$ cat src/rtl/tsq_pkg.sv
package tsq_pkg;
  typedef enum logic [1:0] {
    PM_OFF   = 2'd0,
    PM_FWD   = 2'd1,
    PM_REV   = 2'd2,
    PM_BRAKE = 2'd3
  } pmode_e;

  typedef enum logic [3:0] {
    PH_IDLE,
    PH_WAIT_DEP,
    PH_DEPART,
    PH_ENTER,
    PH_TRAVEL,
    PH_LEAVE,
    PH_WAIT_ARR,
    PH_STN_ENTER,
    PH_STN_TRAVEL,
    PH_DWELL
  } phase_e;

  localparam int NUM_SEG  = 3;
  localparam int SEG_APP  = 0;
  localparam int SEG_STN  = 1;
  localparam int SEG_EXIT = 2;
  localparam int SPD_W    = 7;
  localparam logic [SPD_W-1:0] SPD_FULL = 7'd100;
  localparam logic [SPD_W-1:0] SPD_SLOW = 7'd40;
endpackage

$ cat src/rtl/tsq_dwell_timer.sv
module tsq_dwell_timer #(
  parameter int DWELL_TICKS = 5
) (
  input  logic clk_i,
  input  logic rst_ni,
  input  logic run_i,
  input  logic tick_i,
  output logic done_o
);
  localparam int CNT_W = $clog2(DWELL_TICKS + 1);

  logic [CNT_W-1:0] cnt_q;

  assign done_o = run_i && tick_i && (cnt_q == CNT_W'(DWELL_TICKS - 1));

  always_ff @(posedge clk_i or negedge rst_ni) begin
    if (!rst_ni)      cnt_q <= '0;
    else if (!run_i)  cnt_q <= '0;
    else if (tick_i)  cnt_q <= cnt_q + 1'b1;
  end
endmodule

$ cat src/rtl/tsq_phase_fsm.sv
module tsq_phase_fsm
  import tsq_pkg::*;
#(
  parameter int N_LINE = 4,
  localparam int N_SEC = N_LINE + 3,
  localparam int SEC_W = $clog2(N_SEC)
) (
  input  logic             clk_i,
  input  logic             rst_ni,
  input  logic [N_SEC-1:0] entry_i,
  input  logic [N_SEC-1:0] exit_i,
  input  logic             arr_ok_i,
  input  logic             dep_ok_i,
  input  logic             dwell_done_i,
  output phase_e           phase_q_o,
  output logic [SEC_W-1:0] idx_q_o,
  output phase_e           phase_d_o,
  output logic [SEC_W-1:0] idx_d_o,
  output logic             move_o
);
  localparam logic [SEC_W-1:0] LAST = SEC_W'(N_LINE - 1);
  localparam logic [SEC_W-1:0] STN  = SEC_W'(N_LINE + 1);

  phase_e           phase_q, phase_d;
  logic [SEC_W-1:0] idx_q, idx_d;

  always_comb begin
    phase_d = phase_q;
    idx_d   = idx_q;
    case (phase_q)
      PH_IDLE:     phase_d = dep_ok_i ? PH_DEPART : PH_WAIT_DEP;
      PH_WAIT_DEP: if (dep_ok_i) phase_d = PH_DEPART;
      PH_DEPART: if (entry_i[0]) begin
        phase_d = PH_ENTER;
        idx_d   = '0;
      end
      PH_ENTER:  if (entry_i[idx_q]) phase_d = PH_TRAVEL;
      PH_TRAVEL: if (exit_i[idx_q]) begin
        if (idx_q == LAST) phase_d = arr_ok_i ? PH_LEAVE : PH_WAIT_ARR;
        else               phase_d = PH_LEAVE;
      end
      PH_LEAVE: begin
        if (idx_q == LAST) begin
          if (entry_i[STN]) phase_d = PH_STN_ENTER;
        end else if (entry_i[idx_q + 1'b1]) begin
          phase_d = PH_ENTER;
          idx_d   = idx_q + 1'b1;
        end
      end
      PH_WAIT_ARR:   if (arr_ok_i) phase_d = PH_LEAVE;
      PH_STN_ENTER:  if (entry_i[STN]) phase_d = PH_STN_TRAVEL;
      PH_STN_TRAVEL: if (exit_i[STN]) phase_d = PH_DWELL;
      PH_DWELL:      if (dwell_done_i) phase_d = dep_ok_i ? PH_DEPART : PH_WAIT_DEP;
      default:       phase_d = PH_IDLE;
    endcase
  end

  always_ff @(posedge clk_i or negedge rst_ni) begin
    if (!rst_ni) begin
      phase_q <= PH_IDLE;
      idx_q   <= '0;
    end else begin
      phase_q <= phase_d;
      idx_q   <= idx_d;
    end
  end

  assign move_o    = (phase_d != phase_q) || (idx_d != idx_q);
  assign phase_q_o = phase_q;
  assign idx_q_o   = idx_q;
  assign phase_d_o = phase_d;
  assign idx_d_o   = idx_d;
endmodule

$ cat src/rtl/tsq_out_bank.sv
module tsq_out_bank
  import tsq_pkg::*;
#(
  parameter int N_LINE = 4,
  parameter int N_PT   = 6,
  parameter logic [N_PT-1:0] DEP_PT_SET = 6'b000111,
  parameter logic [N_PT-1:0] DEP_PT_VAL = 6'b000011,
  parameter logic [N_PT-1:0] ARR_PT_SET = 6'b111000,
  parameter logic [N_PT-1:0] ARR_PT_VAL = 6'b110000,
  localparam int N_SEC = N_LINE + 3,
  localparam int SEC_W = $clog2(N_SEC)
) (
  input  logic                   clk_i,
  input  logic                   rst_ni,
  input  phase_e                 phase_q_i,
  input  logic [SEC_W-1:0]       idx_q_i,
  input  phase_e                 phase_d_i,
  input  logic [SEC_W-1:0]       idx_d_i,
  input  logic                   move_i,
  output logic [N_SEC-1:0]       signal_o,
  output logic [2*N_SEC-1:0]     pwr_mode_o,
  output logic [SPD_W*N_SEC-1:0] speed_o,
  output logic [N_PT-1:0]        point_o,
  output logic [NUM_SEG-1:0]     req_o
);
  localparam logic [SEC_W-1:0] LAST = SEC_W'(N_LINE - 1);
  localparam int APP  = N_LINE;
  localparam int STN  = N_LINE + 1;
  localparam int EXTS = N_LINE + 2;

  logic   [N_SEC-1:0]   sig_q, sig_n;
  pmode_e               pwr_q [N_SEC];
  pmode_e               pwr_n [N_SEC];
  logic   [SPD_W-1:0]   spd_q [N_SEC];
  logic   [SPD_W-1:0]   spd_n [N_SEC];
  logic   [N_PT-1:0]    pts_q, pts_n;
  logic   [NUM_SEG-1:0] req_q, req_n;

  // exit actions of the old phase, then entry actions of the new one
  always_comb begin
    sig_n = sig_q;
    pwr_n = pwr_q;
    spd_n = spd_q;
    pts_n = pts_q;
    req_n = req_q;
    if (move_i) begin
      case (phase_q_i)
        PH_IDLE, PH_DWELL: begin
          req_n[SEG_STN]  = 1'b1;
          req_n[SEG_EXIT] = 1'b1;
        end
        PH_DEPART: begin
          pwr_n[STN]     = PM_OFF;
          spd_n[STN]     = '0;
          req_n[SEG_STN] = 1'b0;
          sig_n[STN]     = 1'b0;
        end
        PH_TRAVEL: if (idx_q_i == LAST) begin
          req_n[SEG_APP] = 1'b1;
          req_n[SEG_STN] = 1'b1;
        end
        PH_LEAVE: sig_n[idx_q_i] = 1'b0;
        default: ;
      endcase

      case (phase_d_i)
        PH_WAIT_DEP: begin
          pwr_n[STN] = PM_BRAKE;
          spd_n[STN] = '0;
        end
        PH_DEPART: begin
          sig_n       = sig_n | (N_SEC'(1) << STN);
          pts_n       = (pts_n & ~DEP_PT_SET) | (DEP_PT_VAL & DEP_PT_SET);
          pwr_n[STN]  = PM_FWD;
          spd_n[STN]  = SPD_FULL;
          pwr_n[EXTS] = PM_FWD;
          spd_n[EXTS] = SPD_FULL;
          pwr_n[0]    = PM_FWD;
          spd_n[0]    = SPD_FULL;
        end
        PH_TRAVEL: begin
          if (idx_d_i == '0) begin
            pwr_n[EXTS]     = PM_OFF;
            spd_n[EXTS]     = '0;
            req_n[SEG_EXIT] = 1'b0;
          end else begin
            pwr_n[idx_d_i - 1'b1] = PM_OFF;
            spd_n[idx_d_i - 1'b1] = '0;
          end
        end
        PH_LEAVE: begin
          sig_n[idx_d_i] = 1'b1;
          pwr_n[idx_d_i] = PM_FWD;
          spd_n[idx_d_i] = SPD_FULL;
          if (idx_d_i == LAST) begin
            pwr_n[APP] = PM_FWD;
            spd_n[APP] = SPD_FULL;
            pwr_n[STN] = PM_FWD;
            spd_n[STN] = SPD_FULL;
            pts_n      = (pts_n & ~ARR_PT_SET) | (ARR_PT_VAL & ARR_PT_SET);
          end else begin
            pwr_n[idx_d_i + 1'b1] = PM_FWD;
            spd_n[idx_d_i + 1'b1] = SPD_FULL;
          end
        end
        PH_WAIT_ARR: begin
          pwr_n[LAST] = PM_BRAKE;
          spd_n[LAST] = '0;
        end
        PH_STN_ENTER: begin
          pwr_n[LAST] = PM_OFF;
          spd_n[LAST] = '0;
          pwr_n[APP]  = PM_FWD;
          spd_n[APP]  = SPD_SLOW;
          pwr_n[STN]  = PM_FWD;
          spd_n[STN]  = SPD_SLOW;
        end
        PH_STN_TRAVEL: begin
          pwr_n[APP]     = PM_OFF;
          spd_n[APP]     = '0;
          req_n[SEG_APP] = 1'b0;
        end
        PH_DWELL: begin
          pwr_n[STN] = PM_BRAKE;
          spd_n[STN] = '0;
        end
        default: ;
      endcase
    end
  end

  always_ff @(posedge clk_i or negedge rst_ni) begin
    if (!rst_ni) begin
      sig_q <= '0;
      pts_q <= '0;
      req_q <= '0;
      for (int k = 0; k < N_SEC; k++) begin
        pwr_q[k] <= PM_OFF;
        spd_q[k] <= '0;
      end
    end else begin
      sig_q <= sig_n;
      pts_q <= pts_n;
      req_q <= req_n;
      pwr_q <= pwr_n;
      spd_q <= spd_n;
    end
  end

  for (genvar g = 0; g < N_SEC; g++) begin : g_flat
    assign pwr_mode_o[2*g +: 2]     = pwr_q[g];
    assign speed_o[SPD_W*g +: SPD_W] = spd_q[g];
  end

  assign signal_o = sig_q;
  assign point_o  = pts_q;
  assign req_o    = req_q;
endmodule

$ cat src/rtl/train_seq_ctrl.sv
module train_seq_ctrl
  import tsq_pkg::*;
#(
  parameter int N_LINE      = 4,
  parameter int N_PT        = 6,
  parameter int DWELL_TICKS = 5,
  parameter logic [N_PT-1:0] DEP_PT_SET = 6'b000111,
  parameter logic [N_PT-1:0] DEP_PT_VAL = 6'b000011,
  parameter logic [N_PT-1:0] ARR_PT_SET = 6'b111000,
  parameter logic [N_PT-1:0] ARR_PT_VAL = 6'b110000,
  localparam int N_SEC = N_LINE + 3,
  localparam int SEC_W = $clog2(N_SEC)
) (
  input  logic                   clk_i,
  input  logic                   rst_ni,
  input  logic [N_SEC-1:0]       entry_i,
  input  logic [N_SEC-1:0]       exit_i,
  input  logic                   tick_i,
  input  logic [2:0]             grant_i,
  output logic [N_SEC-1:0]       signal_o,
  output logic [2*N_SEC-1:0]     pwr_mode_o,
  output logic [7*N_SEC-1:0]     speed_o,
  output logic [N_PT-1:0]        point_o,
  output logic [2:0]             req_o
);
  phase_e           phase_q, phase_d;
  logic [SEC_W-1:0] idx_q, idx_d;
  logic             move, dwell_done, arr_ok, dep_ok;

  assign arr_ok = grant_i[SEG_APP] && grant_i[SEG_STN];
  assign dep_ok = grant_i[SEG_EXIT];

  tsq_phase_fsm #(.N_LINE(N_LINE)) u_fsm (
    .clk_i        (clk_i),
    .rst_ni       (rst_ni),
    .entry_i      (entry_i),
    .exit_i       (exit_i),
    .arr_ok_i     (arr_ok),
    .dep_ok_i     (dep_ok),
    .dwell_done_i (dwell_done),
    .phase_q_o    (phase_q),
    .idx_q_o      (idx_q),
    .phase_d_o    (phase_d),
    .idx_d_o      (idx_d),
    .move_o       (move)
  );

  tsq_dwell_timer #(.DWELL_TICKS(DWELL_TICKS)) u_dwell (
    .clk_i  (clk_i),
    .rst_ni (rst_ni),
    .run_i  (phase_q == PH_DWELL),
    .tick_i (tick_i),
    .done_o (dwell_done)
  );

  tsq_out_bank #(
    .N_LINE     (N_LINE),
    .N_PT       (N_PT),
    .DEP_PT_SET (DEP_PT_SET),
    .DEP_PT_VAL (DEP_PT_VAL),
    .ARR_PT_SET (ARR_PT_SET),
    .ARR_PT_VAL (ARR_PT_VAL)
  ) u_out (
    .clk_i      (clk_i),
    .rst_ni     (rst_ni),
    .phase_q_i  (phase_q),
    .idx_q_i    (idx_q),
    .phase_d_i  (phase_d),
    .idx_d_i    (idx_d),
    .move_i     (move),
    .signal_o   (signal_o),
    .pwr_mode_o (pwr_mode_o),
    .speed_o    (speed_o),
    .point_o    (point_o),
    .req_o      (req_o)
  );
endmodule

$ cat config.mk
export PLATFORM = sky130hd
export DESIGN_NAME = train_seq_ctrl
export DESIGN_NICKNAME = d
export VERILOG_FILES = /design/src/rtl/tsq_pkg.sv /design/src/rtl/tsq_dwell_timer.sv /design/src/rtl/tsq_phase_fsm.sv /design/src/rtl/tsq_out_bank.sv /design/src/rtl/train_seq_ctrl.sv
export SDC_FILE = /design/constraint.sdc
export NUM_CORES = 1
export LEC_CHECK = 0
export ABC_AREA = 1
export BUFFER_PORTS_ARGS = -buffer_cell sky130_fd_sc_hd__buf_4
export CAP_MARGIN = 30
export CORE_ASPECT_RATIO = 0.9
export CORE_MARGIN = 2
export CORE_UTILIZATION = 50
export DETAILED_ROUTE_END_ITERATION = 8
export MAX_ROUTING_LAYER = met4
export PLACE_DENSITY = 0.83
export SYNTH_ARGS = -nofsm -noshare
export SYNTH_HDL_FRONTEND = slang
export SYNTH_SLANG_ARGS = --single-unit
export TNS_END_PERCENT = 100
$ cat constraint.sdc
create_clock -name clk_i -period 2.9 [get_ports clk_i]
set_clock_uncertainty 0.1 [all_clocks]
set_input_delay 0.435 -clock clk_i [delete_from_list [all_inputs] [get_ports clk_i]]
set_output_delay 0.435 -clock clk_i [all_outputs]
set_load 0.05 [all_outputs]
==> flow_metrics.py, run 1 <==
metrics = {
    "die": {
        "die-area_um2": 10170,
        "die_y_um": 95.87,
        "rows": 33,
        "coreArea_um2": 9125,
        "start_util_pct": 51.38,
        "io_pins": 99,
        "die_x_um": 106.1,
    },
    "finish": {
        "num-nets-final": 779,
        "syn2layout_area_growth_pct": 36.75,
        "fillers": 724,
        "antenna_cells": 0,
        "final_cells": 880,
        "drive_gt1_share_pct": 37.60,
    },
    "synthesis": {
        "synth_commonest_cells": "nand2_1 (165), dfrtp_1 (85), inv_1 (75)",
        "synth_seq_cells": 85,
        "netlist_area_um2": 4688,
        "synth_edf_count": 0,
        "async_flop_share_pct": 100.0,
        "synth.avg_cell_area_um2": 7.827,
        "yosysTopAreaCell": "dfrtp_1",
        "synth.distinct_cells": 43,
        "synth_flop_cell": "dfrtp_1",
        "synthTopCellsByArea": "dfrtp_1 (45%), nand2_1 (13%), inv_1 (6.0%)",
        "yosysSeqAreaShare_pct": 45.37,
        "synth.top_cell.area_share_pct": 45.37,
        "yosysMostFrequentCell": "nand2_1",
        "syn_inst": 599,
        "synth_warnings": 0,
    },
    "worst_setup_path": {
        "cp.arrival_ns": 2.99,
        "cp_cell_sequence": "ha_4, ha_4, nor2_4, nand4_4, buf_4, nand2_1, nand3_1, nand2_2, inv_4, nor2_2, nand2_2, nand2_2, nand2_2, nor2_2, nand4_1, nand2_2, nor2_1",
        "path_class": "flip-flop to flip-flop",
        "crit_buf_inv": 2,
        "worst-endpoint-required_ns": 3.06,
        "path_delay_family": "simple AND/OR/NAND/NOR gates",
        "crit_cells": 17,
        "end_kind": "flip-flop",
        "crit_top_cell": "nand2_2",
        "cp_max_fo": 10,
        "cpPeakStageDelay_ns": 0.45,
        "reg2reg_depth": 17,
        "slowest_stage": "dfrtp_1",
        "start_kind": "flip-flop",
    },
    "detailed_routing": {
        "firstDrtPassIters": 5,
        "drc": 0,
        "vias_per_cell": 5.181,
        "wire_per_inst_um": 14.67,
        "drtIter0Drc": 220,
        "totalWireLength_mm": 12.91,
        "antenna_left": 0,
        "vias": 4559,
    },
    "sta": {
        "period_share_pct": 97.73,
        "setup_violations": 0,
        "period_needed_ns": 2.834,
        "rsz0062_at_grt": "true",
        "relSlewSlack_pct": 62.65,
        "worst_pin_slew_ns": 0.5516,
        "hold_violations": 0,
        "maxSlewViolCount": 0,
        "fmax_ghz": 0.3528,
    },
    "placed_design": {
        "hpwlAfterDp_mm": 9.441,
        "gp_congestion": 0.9315,
        "dp.cells": 840,
        "port_buffers": 96,
    },
    "clock_tree": {
        "root_buffer": "clkbuf_8",
        "clk_latency_ns": 0.36,
        "clockBufferDepth": 2,
        "cts_max_level": 3,
        "cts.clk_slew.worst_paths_ns": 0.10,
        "numCtsBuffers": 9,
        "cts_tree": "done",
        "clkSinkCount": 85,
    },
    "global_route": {
        "grt_use_total_pct": 25.58,
        "grt.overflow.total": 0,
        "grt_pass1_vias": 4211,
        "grt_max_degree": 56,
        "grt_pass1_wl_mm": 19.99,
        "antenna_found_initial": 0,
    },
    "hold_path": {
        "whs_path_depth": 2,
        "hp-class": "primary input to flip-flop",
    },
    "run": {
        "cap_viol_max_count": 0,
    },
    "status": {
        "status": "complete, no violations",
    },
}
-- area by class of cell --
cell class	instances	area [µm²]	share of cell area (%)
Timing Repair Buffer	157	1221	19.05
Tap cell	122	152.6	2.381
Multi-Input combinational cell	412	2352	36.69
Inverter	88	342.8	5.347
Clock buffer	10	137.6	2.147
Sequential cell	85	2127	33.18
Clock inverter	6	77.57	1.210
-- worst register-to-register path: cells and delay by family (launching register included) --
family	cells	cell delay, ns
flops	1	0.45
simple gates	13	1.47
buf+inv	2	0.25
fa+ha+maj	2	0.44
-- timing repair --
action,CTS,global route
pin swaps,3,24
setup endpoints to repair,54,71
gates resized for setup,12,55
setup buffers,1,22
endpoints found under the hold margin,30,0
hold buffers,1,0
-- per-layer routing --
metal	part of all wire [%]	routed length (µm)	GRT usage, %	up-vias
li1	-	-	-	2190
met1	44	5735	34.26	2172
met2	48	6140	41.02	168
met3	6.0	778	3.250	29
met4	2.0	254	8.333	0
met5	0	0	-	-
-- stage by stage --
step | hold slack, ns | instance area, µm² | TNS, ns | worst slack (ns) | util, %
floorplan | 0.03941 | 4692 | 0 | 0.009988 | -
global placement | 0.3510 | 5737 | 0 | 0.05440 | 62.87
detailed placement | 0.2938 | 5764 | -1.183 | -0.08171 | 63.17
CTS | 0.1827 | 6048 | 0 | 0.0002363 | 66.28
global route | 0.1977 | 6411 | -1.771 | -0.1001 | 70.26
finish | 0.1988 | 6411 | 0 | 0.06577 | 70.26
-- layout by cell type, fill, tap and decap left out, types with 4 or more instances in the layout --
cell type / netlist / final
a21boi_1: 4 / 5
a21oi_1: 12 / 12
buf_4: 7 / 152
clkbuf_8: 0 / 10
dfrtp_1: 85 / 85
inv_1: 75 / 70
inv_2: 12 / 14
nand2_1: 165 / 150
nand2_2: 13 / 25
nand2_4: 4 / 7
nand3_1: 52 / 41
nand3_2: 5 / 15
nand4_1: 12 / 12
nor2_1: 65 / 51
nor2_2: 9 / 20
nor2_4: 5 / 8
nor3_1: 5 / 5
o21a_1: 4 / 4
o21ai_0: 16 / 16
o31ai_1: 8 / 8
-- registers in the layout, summed over array words and instances, names as in the netlist --
register and cells:
u_dwell.cnt_q 3, u_out.point_o 2, u_fsm.idx_q_o 3, u_out.signal_o 7, u_out.speed_o 49, u_fsm.phase_q_o 4
u_out.req_o 3, u_out.pwr_mode_o 14
-- logic make-up after synthesis --
kind of cell | share of synthesized area, %
AOI/OAI and AO/OA | 7.900
xor gates and xnor gates | 0.6939
adders and majority gates | 1.601
other | 0.07999
buffers and inverters | 9.474
DFF | 45.37
and+or+nand+nor | 34.88
-- path summary, 6_finish.rpt --
kind | from | slack, ns | end
worst min register to register | u_out.speed_o[25]$_DFFE_PN0P_ | 0.37 | u_out.speed_o[25]$_DFFE_PN0P_
min in group asynchronous | rst_ni | 0.46 | u_dwell.cnt_q[1]$_DFFE_PN0P_
max in group asynchronous | rst_ni | 1.62 | u_out.speed_o[12]$_DFFE_PN0P_
worst max register to register | u_fsm.idx_q_o[0]$_DFF_PN0_ | 0.07 | u_out.speed_o[7]$_DFFE_PN0P_
worst max-delay path | u_fsm.idx_q_o[0]$_DFF_PN0_ | 0.07 | u_out.speed_o[7]$_DFFE_PN0P_
worst min-delay path | entry_i[5] | 0.20 | u_out.req_o[0]$_DFFE_PN0P_
Power of run 1 is not shown: default switching activity piles up to over one toggle a cycle in this logic, so the estimate is an artifact.
==> run 2, diff against run 1 <==
MAX_ROUTING_LAYER = unset   (was met4)
SYNTH_HIERARCHICAL = 1   (was unset)
==> flow_metrics.py, run 2 <==
metrics = {
    "global_route": {
        "antenna_found_initial": 0,
        "grt.overflow.total": 0,
        "grt_pass1_wl_mm": 20.61,
        "grt_max_degree": 45,
        "grt_pass1_vias": 4391,
        "grt_use_total_pct": 25.73,
    },
    "finish": {
        "num-nets-final": 772,
        "layout_common_cells": "buf_4 (150), nand2_1 (107), dfrtp_1 (84)",
        "antenna_cells": 0,
        "layout_commonest_cell": "buf_4",
        "syn2layout_area_growth_pct": 41.22,
        "fillers": 595,
        "largest_register_ffs": 49,
        "drive_gt1_share_pct": 45.05,
    },
    "detailed_routing": {
        "drtIter0Drc": 349,
        "highest_layer": "met4",
        "met2_length_mm": 7.467,
        "wl_met3_mm": 1.124,
        "totalWireLength_mm": 14.79,
        "wire_per_inst_um": 17.00,
        "wl_met1_mm": 5.622,
        "vias": 4820,
        "drc": 0,
        "antenna_left": 0,
        "firstDrtPassIters": 6,
        "vias_per_cell": 5.540,
    },
    "worst_setup_path": {
        "r2r_end": "u_out/speed_o[48]$_DFFE_PN0P_",
        "reg2reg_from": "u_fsm/idx_q_o[0]$_DFF_PN0_",
        "reg2reg_depth": 19,
        "reg2reg_slack_ns": -0.18,
        "cpPeakStageDelay_ns": 0.43,
        "cp.arrival_ns": 3.22,
        "crit_buf_inv": 5,
        "cp_max_fo": 5,
        "start_kind": "flip-flop",
        "end_kind": "flip-flop",
        "worst-endpoint-required_ns": 3.04,
        "path_class": "flip-flop to flip-flop",
        "slowest_stage": "dfrtp_2",
        "cp_cell_sequence": "ha_4, ha_4, inv_2, nor2_2, nand3_2, nand2_4, inv_2, nand2_2, nand3_2, a31oi_4, inv_4, ha_4, buf_4, nor2_4, inv_2, nor2_4, o21ai_4, o21ai_1, nand2_1",
        "path_delay_family": "simple AND/OR/NAND/NOR gates",
    },
    "placed_design": {
        "hpwlAfterDp_mm": 9.540,
        "gp_congestion": 0.9371,
        "port_buffers": 96,
    },
    "synthesis": {
        "synth_commonest_cells": "nand2_1 (132), dfrtp_1 (85), inv_1 (75)",
        "muxShareOfSynthArea_pct": 0,
        "synth-compound-area-share_pct": 7.793,
        "synth_edf_count": 0,
        "async_flop_share_pct": 100.0,
        "yosysMostFrequentCell": "nand2_1",
        "synth.distinct_cells": 40,
        "synth_xor_area_share_pct": 0,
        "syn_inst": 586,
        "synth_warnings": 6,
        "synthTopCellsByArea": "dfrtp_1 (45%), nand2_1 (11%), inv_1 (6.0%)",
        "synth_fa_ha_area_share_pct": 2.128,
        "yosysTopAreaCell": "dfrtp_1",
        "synth_top_family_by_area": "simple AND/OR/NAND/NOR gates",
        "synth_simple_gate_area_share_pct": 34.97,
        "yosysSeqAreaShare_pct": 45.21,
        "netlist_area_um2": 4705,
        "synth.avg_cell_area_um2": 8.028,
        "synth_seq_cells": 85,
        "synth_flop_cell": "dfrtp_1",
        "synth.top_cell.area_share_pct": 45.21,
    },
    "hold_path": {
        "hp-start": "tick_i",
        "hp-class": "primary input to flip-flop",
        "min_to": "u_dwell/cnt_q[1]$_DFFE_PN0P_",
        "whs_path_depth": 4,
    },
    "sta": {
        "worst_pin_slew_ns": 0.5824,
        "fin_ws_ns": -0.1837,
        "hold_violations": 0,
        "setup_violations": 64,
        "period_needed_ns": 3.084,
        "tns_ns": -5.979,
        "fmax_ghz": 0.3243,
        "maxSlewViolCount": 0,
        "period_share_pct": 106.3,
        "rsz0062_at_grt": "true",
        "relSlewSlack_pct": 61.17,
    },
    "clock_tree": {
        "cts.clk_slew.worst_paths_ns": 0.08,
        "cts_tree": "done",
        "clockBufferDepth": 2,
        "clk_latency_ns": 0.35,
        "numCtsBuffers": 9,
        "cts_max_level": 3,
        "root_buffer": "clkbuf_8",
        "clkSinkCount": 85,
    },
    "status": {
        "violations": "negative setup slack",
        "status": "complete, but fails checks",
    },
    "die": {
        "die-area_um2": 10200,
        "io_pins": 99,
        "die_x_um": 106.2,
        "rows": 33,
        "start_util_pct": 51.56,
        "die_y_um": 96.02,
        "coreArea_um2": 9125,
    },
    "run": {
        "cap_viol_max_count": 0,
    },
}
==> run 2: cell count changes after synthesis, moves of 5 or more <==
| cell | delta |
|---|---|
| o21ai_1 | +7 |
| nor2_1 | -5 |
| o31ai_1 | -8 |
| nand2_1 | -33 |
| nor2_2 | +11 |
| inv_2 | +6 |
| nand3_2 | +5 |
==> run 2: logic make-up (layout without fill, tap and decap cells) <==
group	after synthesis	count (layout)
AOI/OAI and AO/OA	59	59
DFF	85	85
other	1	2
buffers and inverters	108	269
adders and majority gates	8	8
and+or+nand+nor	325	325
==> run 2: how the worst max path moves through the flow <==
stage / startpoint / slack, ns / cells past startpoint / end
after floorplan: u_fsm/idx_q_o[0]$_DFF_PN0_ / -0.09 / 17 / u_out/pwr_mode_o[13]$_DFFE_PN0P_
after global placement: u_fsm/idx_q_o[0]$_DFF_PN0_ / 0.04 / 18 / u_out/pwr_mode_o[5]$_DFFE_PN0P_
after detailed placement: u_fsm/idx_q_o[0]$_DFF_PN0_ / -0.1 / 16 / u_out/speed_o[5]$_DFFE_PN0P_
after CTS: u_fsm/idx_q_o[0]$_DFF_PN0_ / -0.07 / 17 / u_out/pwr_mode_o[0]$_DFFE_PN0P_
after global routing: u_fsm/idx_q_o[0]$_DFF_PN0_ / -0.31 / 18 / u_out/speed_o[1]$_DFFE_PN0P_
final: u_fsm/idx_q_o[0]$_DFF_PN0_ / -0.18 / 19 / u_out/speed_o[48]$_DFFE_PN0P_
==> run 2: layout make-up <==
type | instances | area (µm²) | share of cell area [%]
Clock buffer | 11 | 141.4 | 2.128
Clock inverter | 4 | 72.57 | 1.092
Inverter | 97 | 384.1 | 5.782
Multi-Input combinational cell | 394 | 2552 | 38.42
Sequential cell | 85 | 2128 | 32.03
Tap cell | 122 | 152.6 | 2.298
Timing Repair Buffer | 157 | 1212 | 18.25
==> run 2: worst register-to-register path: cells and delay by family (launching register included) <==
family	cells	cell delay, ns
compound gates	3	0.58
fa+ha+maj	3	0.70
buf+inv	5	0.37
flops	1	0.43
simple gates	8	0.79
==> run 2: per-stage QoR <==
step	cell area (µm²)	instances	worst slack (ns)	util, %	hold WS (ns)
global route	6644	870	-0.3135	72.81	0.2720
CTS	6281	862	-0.06625	68.83	0.2485
global placement	5951	841	0.03901	65.21	0.3520
detailed placement	5951	841	-0.09581	65.21	0.3612
floorplan	4800	587	-0.08855	-	0.03941
finish	6644	870	-0.1837	72.81	0.2604
==> run 2: layer usage <==
metal / GRT usage, % / vias to the layer above
li1: - / 2171
met1: 31.98 / 2313
met2: 44.66 / 270
met5: 0 / -
met4: 8.224 / 0
met3: 6.229 / 66
==> run 2: repair_timing <==
action,in CTS,in global routing
resized for setup,23,85
hold buffers,1,0
hold endpoints to repair,43,0
endpoints found under the setup margin,57,74
buffers inserted,5,8
pin swaps,6,26
Power of run 2 is left out for the same reason.
